**src/rtl/adc_seq_pkg.sv**
```systemverilog
package adc_seq_pkg;
  typedef enum logic [1:0] {ST_IDLE, ST_WAIT, ST_ACQ, ST_CONV} adc_state_e;
  localparam logic [1:0] SEL_RC = 2'b11;
endpackage

```
**src/rtl/adc_conv_clk.sv**
```systemverilog
module adc_conv_clk #(
  parameter int DIV_A = 2,
  parameter int DIV_B = 8,
  parameter int DIV_C = 32
) (
  input  logic       clk_i,
  input  logic       rst_ni,
  input  logic       restart_i,
  input  logic [1:0] sel_i,
  input  logic       icyc_tick_i,
  input  logic       rc_tick_i,
  output logic       tick_o
);
  localparam int CNT_W = $clog2(DIV_C);

  logic [CNT_W-1:0] cnt_q, lim;

  always_comb begin
    unique case (sel_i)
      2'b00:   lim = CNT_W'(DIV_A - 1);
      2'b01:   lim = CNT_W'(DIV_B - 1);
      default: lim = CNT_W'(DIV_C - 1);
    endcase
  end

  always_ff @(posedge clk_i or negedge rst_ni) begin
    if (!rst_ni)          cnt_q <= '0;
    else if (restart_i)   cnt_q <= '0;
    else if (icyc_tick_i) cnt_q <= (cnt_q >= lim) ? '0 : cnt_q + 1'b1;
  end

  assign tick_o = (sel_i == adc_seq_pkg::SEL_RC) ? rc_tick_i
                                                 : (icyc_tick_i && cnt_q >= lim);
endmodule

```
**src/rtl/adc_sar_core.sv**
```systemverilog
module adc_sar_core #(
  parameter int RES_W = 8
) (
  input  logic             clk_i,
  input  logic             rst_ni,
  input  logic             load_i,
  input  logic             step_i,
  input  logic             cmp_i,
  output logic [RES_W-1:0] trial_o,
  output logic [RES_W-1:0] next_o,
  output logic             last_o
);
  localparam int IDX_W = $clog2(RES_W);

  logic [RES_W-1:0] value_q, bit_sel;
  logic [IDX_W-1:0] idx_q;

  assign bit_sel = RES_W'(1) << idx_q;
  assign trial_o = value_q | bit_sel;
  assign next_o  = (value_q & ~bit_sel) | (cmp_i ? bit_sel : '0);
  assign last_o  = (idx_q == '0);

  always_ff @(posedge clk_i or negedge rst_ni) begin
    if (!rst_ni) begin
      value_q <= '0;
      idx_q   <= IDX_W'(RES_W - 1);
    end else if (load_i) begin
      value_q <= '0;
      idx_q   <= IDX_W'(RES_W - 1);
    end else if (step_i) begin
      value_q <= next_o;
      if (!last_o) idx_q <= idx_q - 1'b1;
    end
  end

  // a fresh conversion trials the MSB alone
  assert_msb_first_R3: assert property (@(posedge clk_i) disable iff (!rst_ni)
    load_i |=> trial_o == (RES_W'(1) << (RES_W - 1)));
endmodule

```
**src/rtl/adc_seq_ctrl.sv**
```systemverilog
module adc_seq_ctrl
  import adc_seq_pkg::*;
#(
  parameter int RES_W = 8,
  parameter int DIV_A = 2,
  parameter int DIV_B = 8,
  parameter int DIV_C = 32
) (
  input  logic             clk_i,
  input  logic             rst_ni,
  input  logic             en_i,
  input  logic             go_set_i,
  input  logic [1:0]       clk_sel_i,
  input  logic             sleep_i,
  input  logic             int_en_i,
  input  logic             flag_clr_i,
  input  logic             rc_tick_i,
  input  logic             icyc_tick_i,
  input  logic             cmp_i,
  output logic [RES_W-1:0] dac_code_o,
  output logic             go_o,
  output logic [RES_W-1:0] result_o,
  output logic             flag_o,
  output logic             wake_o,
  output logic             powered_o
);
  adc_state_e       state_q, state_d;
  logic             rc_sel, busy, accept, sleep_kill, abort;
  logic             conv_tick, restart, step, last, complete;
  logic             off_q, flag_q, wake_q;
  logic [RES_W-1:0] next_code, result_q;

  assign rc_sel     = (clk_sel_i == SEL_RC);
  assign busy       = (state_q != ST_IDLE);
  assign accept     = go_set_i & en_i & ~busy;
  assign sleep_kill = en_i & sleep_i & ~rc_sel;
  assign abort      = busy & (~en_i | sleep_kill);
  assign restart    = accept | (state_q == ST_WAIT && icyc_tick_i);
  assign step       = (state_q == ST_CONV) & conv_tick & ~abort;
  assign complete   = step & last;

  adc_conv_clk #(.DIV_A(DIV_A), .DIV_B(DIV_B), .DIV_C(DIV_C)) u_clk (
    .clk_i, .rst_ni, .restart_i(restart), .sel_i(clk_sel_i),
    .icyc_tick_i, .rc_tick_i, .tick_o(conv_tick)
  );

  adc_sar_core #(.RES_W(RES_W)) u_sar (
    .clk_i, .rst_ni, .load_i(accept), .step_i(step), .cmp_i,
    .trial_o(dac_code_o), .next_o(next_code), .last_o(last)
  );

  always_comb begin
    state_d = state_q;
    if (abort) state_d = ST_IDLE;
    else begin
      unique case (state_q)
        ST_IDLE: if (accept) state_d = rc_sel ? ST_WAIT : ST_ACQ;
        ST_WAIT: if (icyc_tick_i) state_d = ST_ACQ;
        ST_ACQ:  if (conv_tick) state_d = ST_CONV;
        ST_CONV: if (complete) state_d = ST_IDLE;
        default: state_d = ST_IDLE;
      endcase
    end
  end

  always_ff @(posedge clk_i or negedge rst_ni) begin
    if (!rst_ni) begin
      state_q <= ST_IDLE;
      off_q   <= 1'b1;
      flag_q  <= 1'b0;
      wake_q  <= 1'b0;
    end else begin
      state_q <= state_d;
      wake_q  <= complete & sleep_i & int_en_i;
      if (complete)        flag_q <= 1'b1;
      else if (flag_clr_i) flag_q <= 1'b0;
      if (sleep_kill)                              off_q <= 1'b1;
      else if (complete & sleep_i & ~int_en_i)     off_q <= 1'b1;
      else if (accept)                             off_q <= 1'b0;
    end
  end

  // result register has no reset: contents undefined after power-on
  always_ff @(posedge clk_i) begin
    if (complete) result_q <= next_code;
  end

  assign go_o      = busy;
  assign result_o  = result_q;
  assign flag_o    = flag_q;
  assign wake_o    = wake_q;
  assign powered_o = en_i & ~off_q;

  assert_disabled_idle_R11: assert property (@(posedge clk_i) disable iff (!rst_ni)
    !en_i |=> !go_o);
  assert_sleep_abort_R8: assert property (@(posedge clk_i) disable iff (!rst_ni)
    (go_o && en_i && sleep_i && !rc_sel) |=> (!go_o && !powered_o && $stable(flag_o)));
  assert_result_hold_R9: assert property (@(posedge clk_i) disable iff (!rst_ni)
    !complete |=> $stable(result_o));
  assert_wake_cause_R6: assert property (@(posedge clk_i) disable iff (!rst_ni)
    $rose(wake_o) |-> $past(sleep_i && int_en_i && go_o));
  assert_rc_wait_R4: assert property (@(posedge clk_i) disable iff (!rst_ni)
    (accept && rc_sel) |=> state_q == ST_WAIT);
endmodule

```
**config.mk**
```make
export PLATFORM = sky130hd
export DESIGN_NAME = adc_seq_ctrl
export DESIGN_NICKNAME = d
export VERILOG_FILES = /design/src/rtl/adc_seq_pkg.sv /design/src/rtl/adc_conv_clk.sv /design/src/rtl/adc_sar_core.sv /design/src/rtl/adc_seq_ctrl.sv
export SDC_FILE = /design/constraint.sdc
export NUM_CORES = 1
export LEC_CHECK = 0
export BUFFER_PORTS_ARGS = -buffer_cell sky130_fd_sc_hd__buf_2
export CAP_MARGIN = 0
export CORE_MARGIN = 1
export CORE_UTILIZATION = 45
export DETAILED_ROUTE_END_ITERATION = 8
export PLACE_DENSITY_LB_ADDON = 0.12
export SYNTH_ARGS = -nofsm -noshare
export SYNTH_HDL_FRONTEND = slang
export SYNTH_HIERARCHICAL = 1
export SYNTH_SLANG_ARGS = --single-unit
```
**constraint.sdc**
```tcl
create_clock -name clk_i -period 3.19 [get_ports clk_i]
set_input_delay 0.638 -clock clk_i [delete_from_list [all_inputs] [get_ports clk_i]]
set_output_delay 0.638 -clock clk_i [all_outputs]
set_load 0.02 [all_outputs]
```
==> key figures <==
Place
  • IO Port Bufs: 31
  • Routability cong.: 0.854
  • DP Cell Count: 256
  • HPWL after DPL: 2.62 mm
  • Place WS: 417 ps

GRT
  • Largest net degree at the start of global routing: 22
  • First-pass GRT wire length: 6.13 mm
  • Initial antenna violation count: 0
  • Vias in the first global route: 1,407
  • Congestion Overflow GR: 0
  • Total track usage: 0.188

Clocking
  • CTS H-tree lvls: 2
  • Root Buffer: clkbuf_8
  • CTS Buf Count: 5
  • Post-CTS Setup Repair Bufs: 0
  • Post-CTS Resized: 0
  • Clock-pin slew on the worst setup and hold paths: 60 ps
  • Clk_lat worst skew: 280 ps
  • CTS Sinks: 29
  • CTS Buffer Depth: 2
  • TritonCTS clock tree: done
  • Hold_buf cts: 0

Floorplanning
  • Initial Util: 0.486
  • Die ar.: 4330 µm²
  • IO Count: 32
  • Die X: 65.8 µm
  • Core box area: 3770 µm²
  • Row Count: 22
  • Die Y: 65.8 µm

Finish
  • Final nets: 241
  • Area delta synth->final: 14.6%
  • Fillcell total: 337
  • Utilization after layout: 0.557
  • Final non-filler cell total: 264
  • Multi-input gate area: 966 µm²
  • Layout cells sized above 1: 0.273
  • Storage cell area: 771 µm²
  • N_diodes: 0

Detailed routing
  • DR vias: 1,401
  • DR vias/cell: 5.31
  • Routed WL: 3.47 mm
  • DR iter-0 viols: 60
  • # DRC: 0
  • Routed WL per cell: 13.2 µm
  • DRT antenna net count: 0
  • Pre-Repair DR Iteration Count: 4

Setup path
  • Crit-path max FO: 13
  • Worst path cell trace: buf_2 > inv_1 > ha_1 > a21oi_1 > o22ai_1 > o211ai_1 > nand2_1 > and3_2 > and3_1 > or3_1
  • Crit path kind: primary input to flip-flop
  • Worst Setup End Kind: flip-flop
  • CP Launch Type: primary input
  • Arrival time of the worst setup path: 2690 ps
  • Delay of the slowest critical-path stage: 340 ps
  • Crit path required time: 3390 ps
  • Critical path's slowest cell: or3_1

STA
  • Minimum clock period: 2490 ps
  • Final Hold Fails: 0
  • Fmax: 401 MHz
  • Fin worst setup slack: 699 ps
  • Slew HR: 0.683
  • Max Clock Skew: 2.34 ps
  • Final Slew Violations: 0
  • Slew @ Worst Pin: 476 ps
  • RSZ-0062 raised after global routing: false
  • Final Cycle Share: 0.781
  • Setup tns final: 0 ps
  • Final setup fails: 0

Power and ir drop
  • Combinational group share of total power: 0.345
  • Net load switching power: 0.000419 W
  • Sw frac: 0.355
  • Sequential share of power: 0.412
  • VDD IR-drop max: 0.000368 V
  • Clk pwr share: 0.243
  • P_int: 0.000762 W
  • Final Power: 0.00118 W
  • Lkg Pwr: 1.11 nW
  • Power Density: 563 nW/µm²

Run
  • Max Cap Violations: 0

Synthesis
  • Post-synth EDFFs: 8
  • Netlist cell types: 40
  • Fraction of registers with async set/reset: 0.724
  • Top cell type's share of synthesized area: 0.232
  • Sequential share of the synthesized area: 0.421
  • Synth area leaders: dfrtp_1 23%, edfxtp_1 13%, ha_1 9.6%
  • Syn avg cell area: 10.1 µm²
  • Syn Nets: 208
  • Synth Cell Area: 1830 µm²
  • Gate Count Post-Synth: 182
  • Post-synthesis sequential element count: 29
  • Yosys warns: 6
  • Synth area leader: dfrtp_1
  • Top_reg_cell synth: dfrtp_1

Status
  • Status: finished, final reports clean

Min path
  • Hold/Removal Path Class: primary input to asynchronous set/reset pin
==> critical path: cells and delay by family <==
family / cells / cell delay, ps
and+or+nand+nor: 4 / 970
AOI/OAI and AO/OA: 3 / 550
adders and majority gates: 1 / 310
buffers and inverters: 2 / 230
==> cell type report <==
| type | instances | area share |
|---|---|---|
| Timing Repair Buffer | 31 | 0.0739 |
| Inverter | 18 | 0.0322 |
| Sequential cell | 29 | 0.367 |
| Multi-Input combinational cell | 130 | 0.460 |
| Clock buffer | 8 | 0.0381 |
| Tap cell | 48 | 0.0286 |
==> stage by stage <==
| step | hold WS (ps) | instance area [µm²] |
|---|---|---|
| 4_1_cts | 323 | 2100 |
| 5_1_grt | 341 | 2100 |
| 3_3_place_gp | 510 | 2020 |
| 2_1_floorplan | 342 | 1830 |
| 3_5_place_dp | 527 | 2020 |
| 6_report | 312 | 2100 |
==> cell usage after synthesis, types with 3 or more instances <==
library cell / number
dfrtp_1: 17
inv_1: 17
nand2_1: 16
ha_1: 14
nor2_1: 13
mux2i_1: 10
nand3_1: 10
mux2_2: 9
nand2b_1: 9
edfxtp_1: 8
a21oi_1: 7
nand3b_1: 5
dfstp_2: 4
or2b_1: 4
o21ai_0: 3
o21ai_2: 3
or4b_1: 3
==> metal layers <==
| layer | up-vias | part of all wire | track usage |
|---|---|---|---|
| li1 | 700 | - | - |
| met3 | 6 | 0.042 | 0.0500 |
| met5 | - | 0 | 0 |
| met2 | 27 | 0.51 | 0.325 |
| met4 | 0 | 0.020 | 0.0897 |
| met1 | 668 | 0.43 | 0.213 |
==> kinds of logic after synthesis <==
family / Yosys count / share of synthesized area
simple gates: 70 / 0.212
flops: 29 / 0.421
compound gates: 27 / 0.109
buf+inv: 23 / 0.0519
mux: 19 / 0.110
fa+ha+maj: 14 / 0.0956
==> final timing paths <==
kind	start	to	slack, ps	depth (start not counted)
worst min register to register	u_sar/value_q[1]$_DFFE_PN0P_	u_sar/value_q[1]$_DFFE_PN0P_	530	2
worst min-delay path	rst_ni	u_clk/cnt_q[4]$_DFFE_PN0P_	310	1
worst max-delay path	clk_sel_i[1]	u_sar/idx_q[0]$_DFFE_PN1P_	700	10
max in group asynchronous	rst_ni	u_sar/idx_q[0]$_DFFE_PN1P_	2530	1
min in group clk_i	u_sar/value_q[1]$_DFFE_PN0P_	u_sar/value_q[1]$_DFFE_PN0P_	530	2
worst max register to register	u_clk/cnt_q[1]$_DFFE_PN0P_	u_sar/idx_q[0]$_DFFE_PN1P_	880	8
==> flip-flops by register name (all words and copies together), names as in the netlist <==
name	cells
u_sar/value_q	8
off_q	1
u_clk/cnt_q	5
flag_o	1
state_q	2
result_o	8
u_sar/idx_q	3
wake_o	1
==> power by group through the flow <==
stage / Clock [W] / Sequential, W / Combinational (W)
3_3_place_gp: 0 / 0.000489 / 0.000393
3_5_place_dp: 0 / 0.000491 / 0.000411
5_1_grt: 0.000310 / 0.000492 / 0.000468
4_1_cts: 0.000295 / 0.000485 / 0.000412
2_1_floorplan: 0 / 0.000476 / 0.000317
6_report: 0.000287 / 0.000486 / 0.000408
==> layout by cell type, fill, tap and decap left out, types with 7 or more instances in the layout <==
cell type and instances:
edfxtp_1 8, inv_1 17, ha_1 14, mux2_2 9
mux2i_1 10, buf_2 31, nand3_1 10, nand2_1 16
nor2_1 13, a21oi_1 7, nand2b_1 9, dfrtp_1 17
Power figures use the tool's default switching activity.
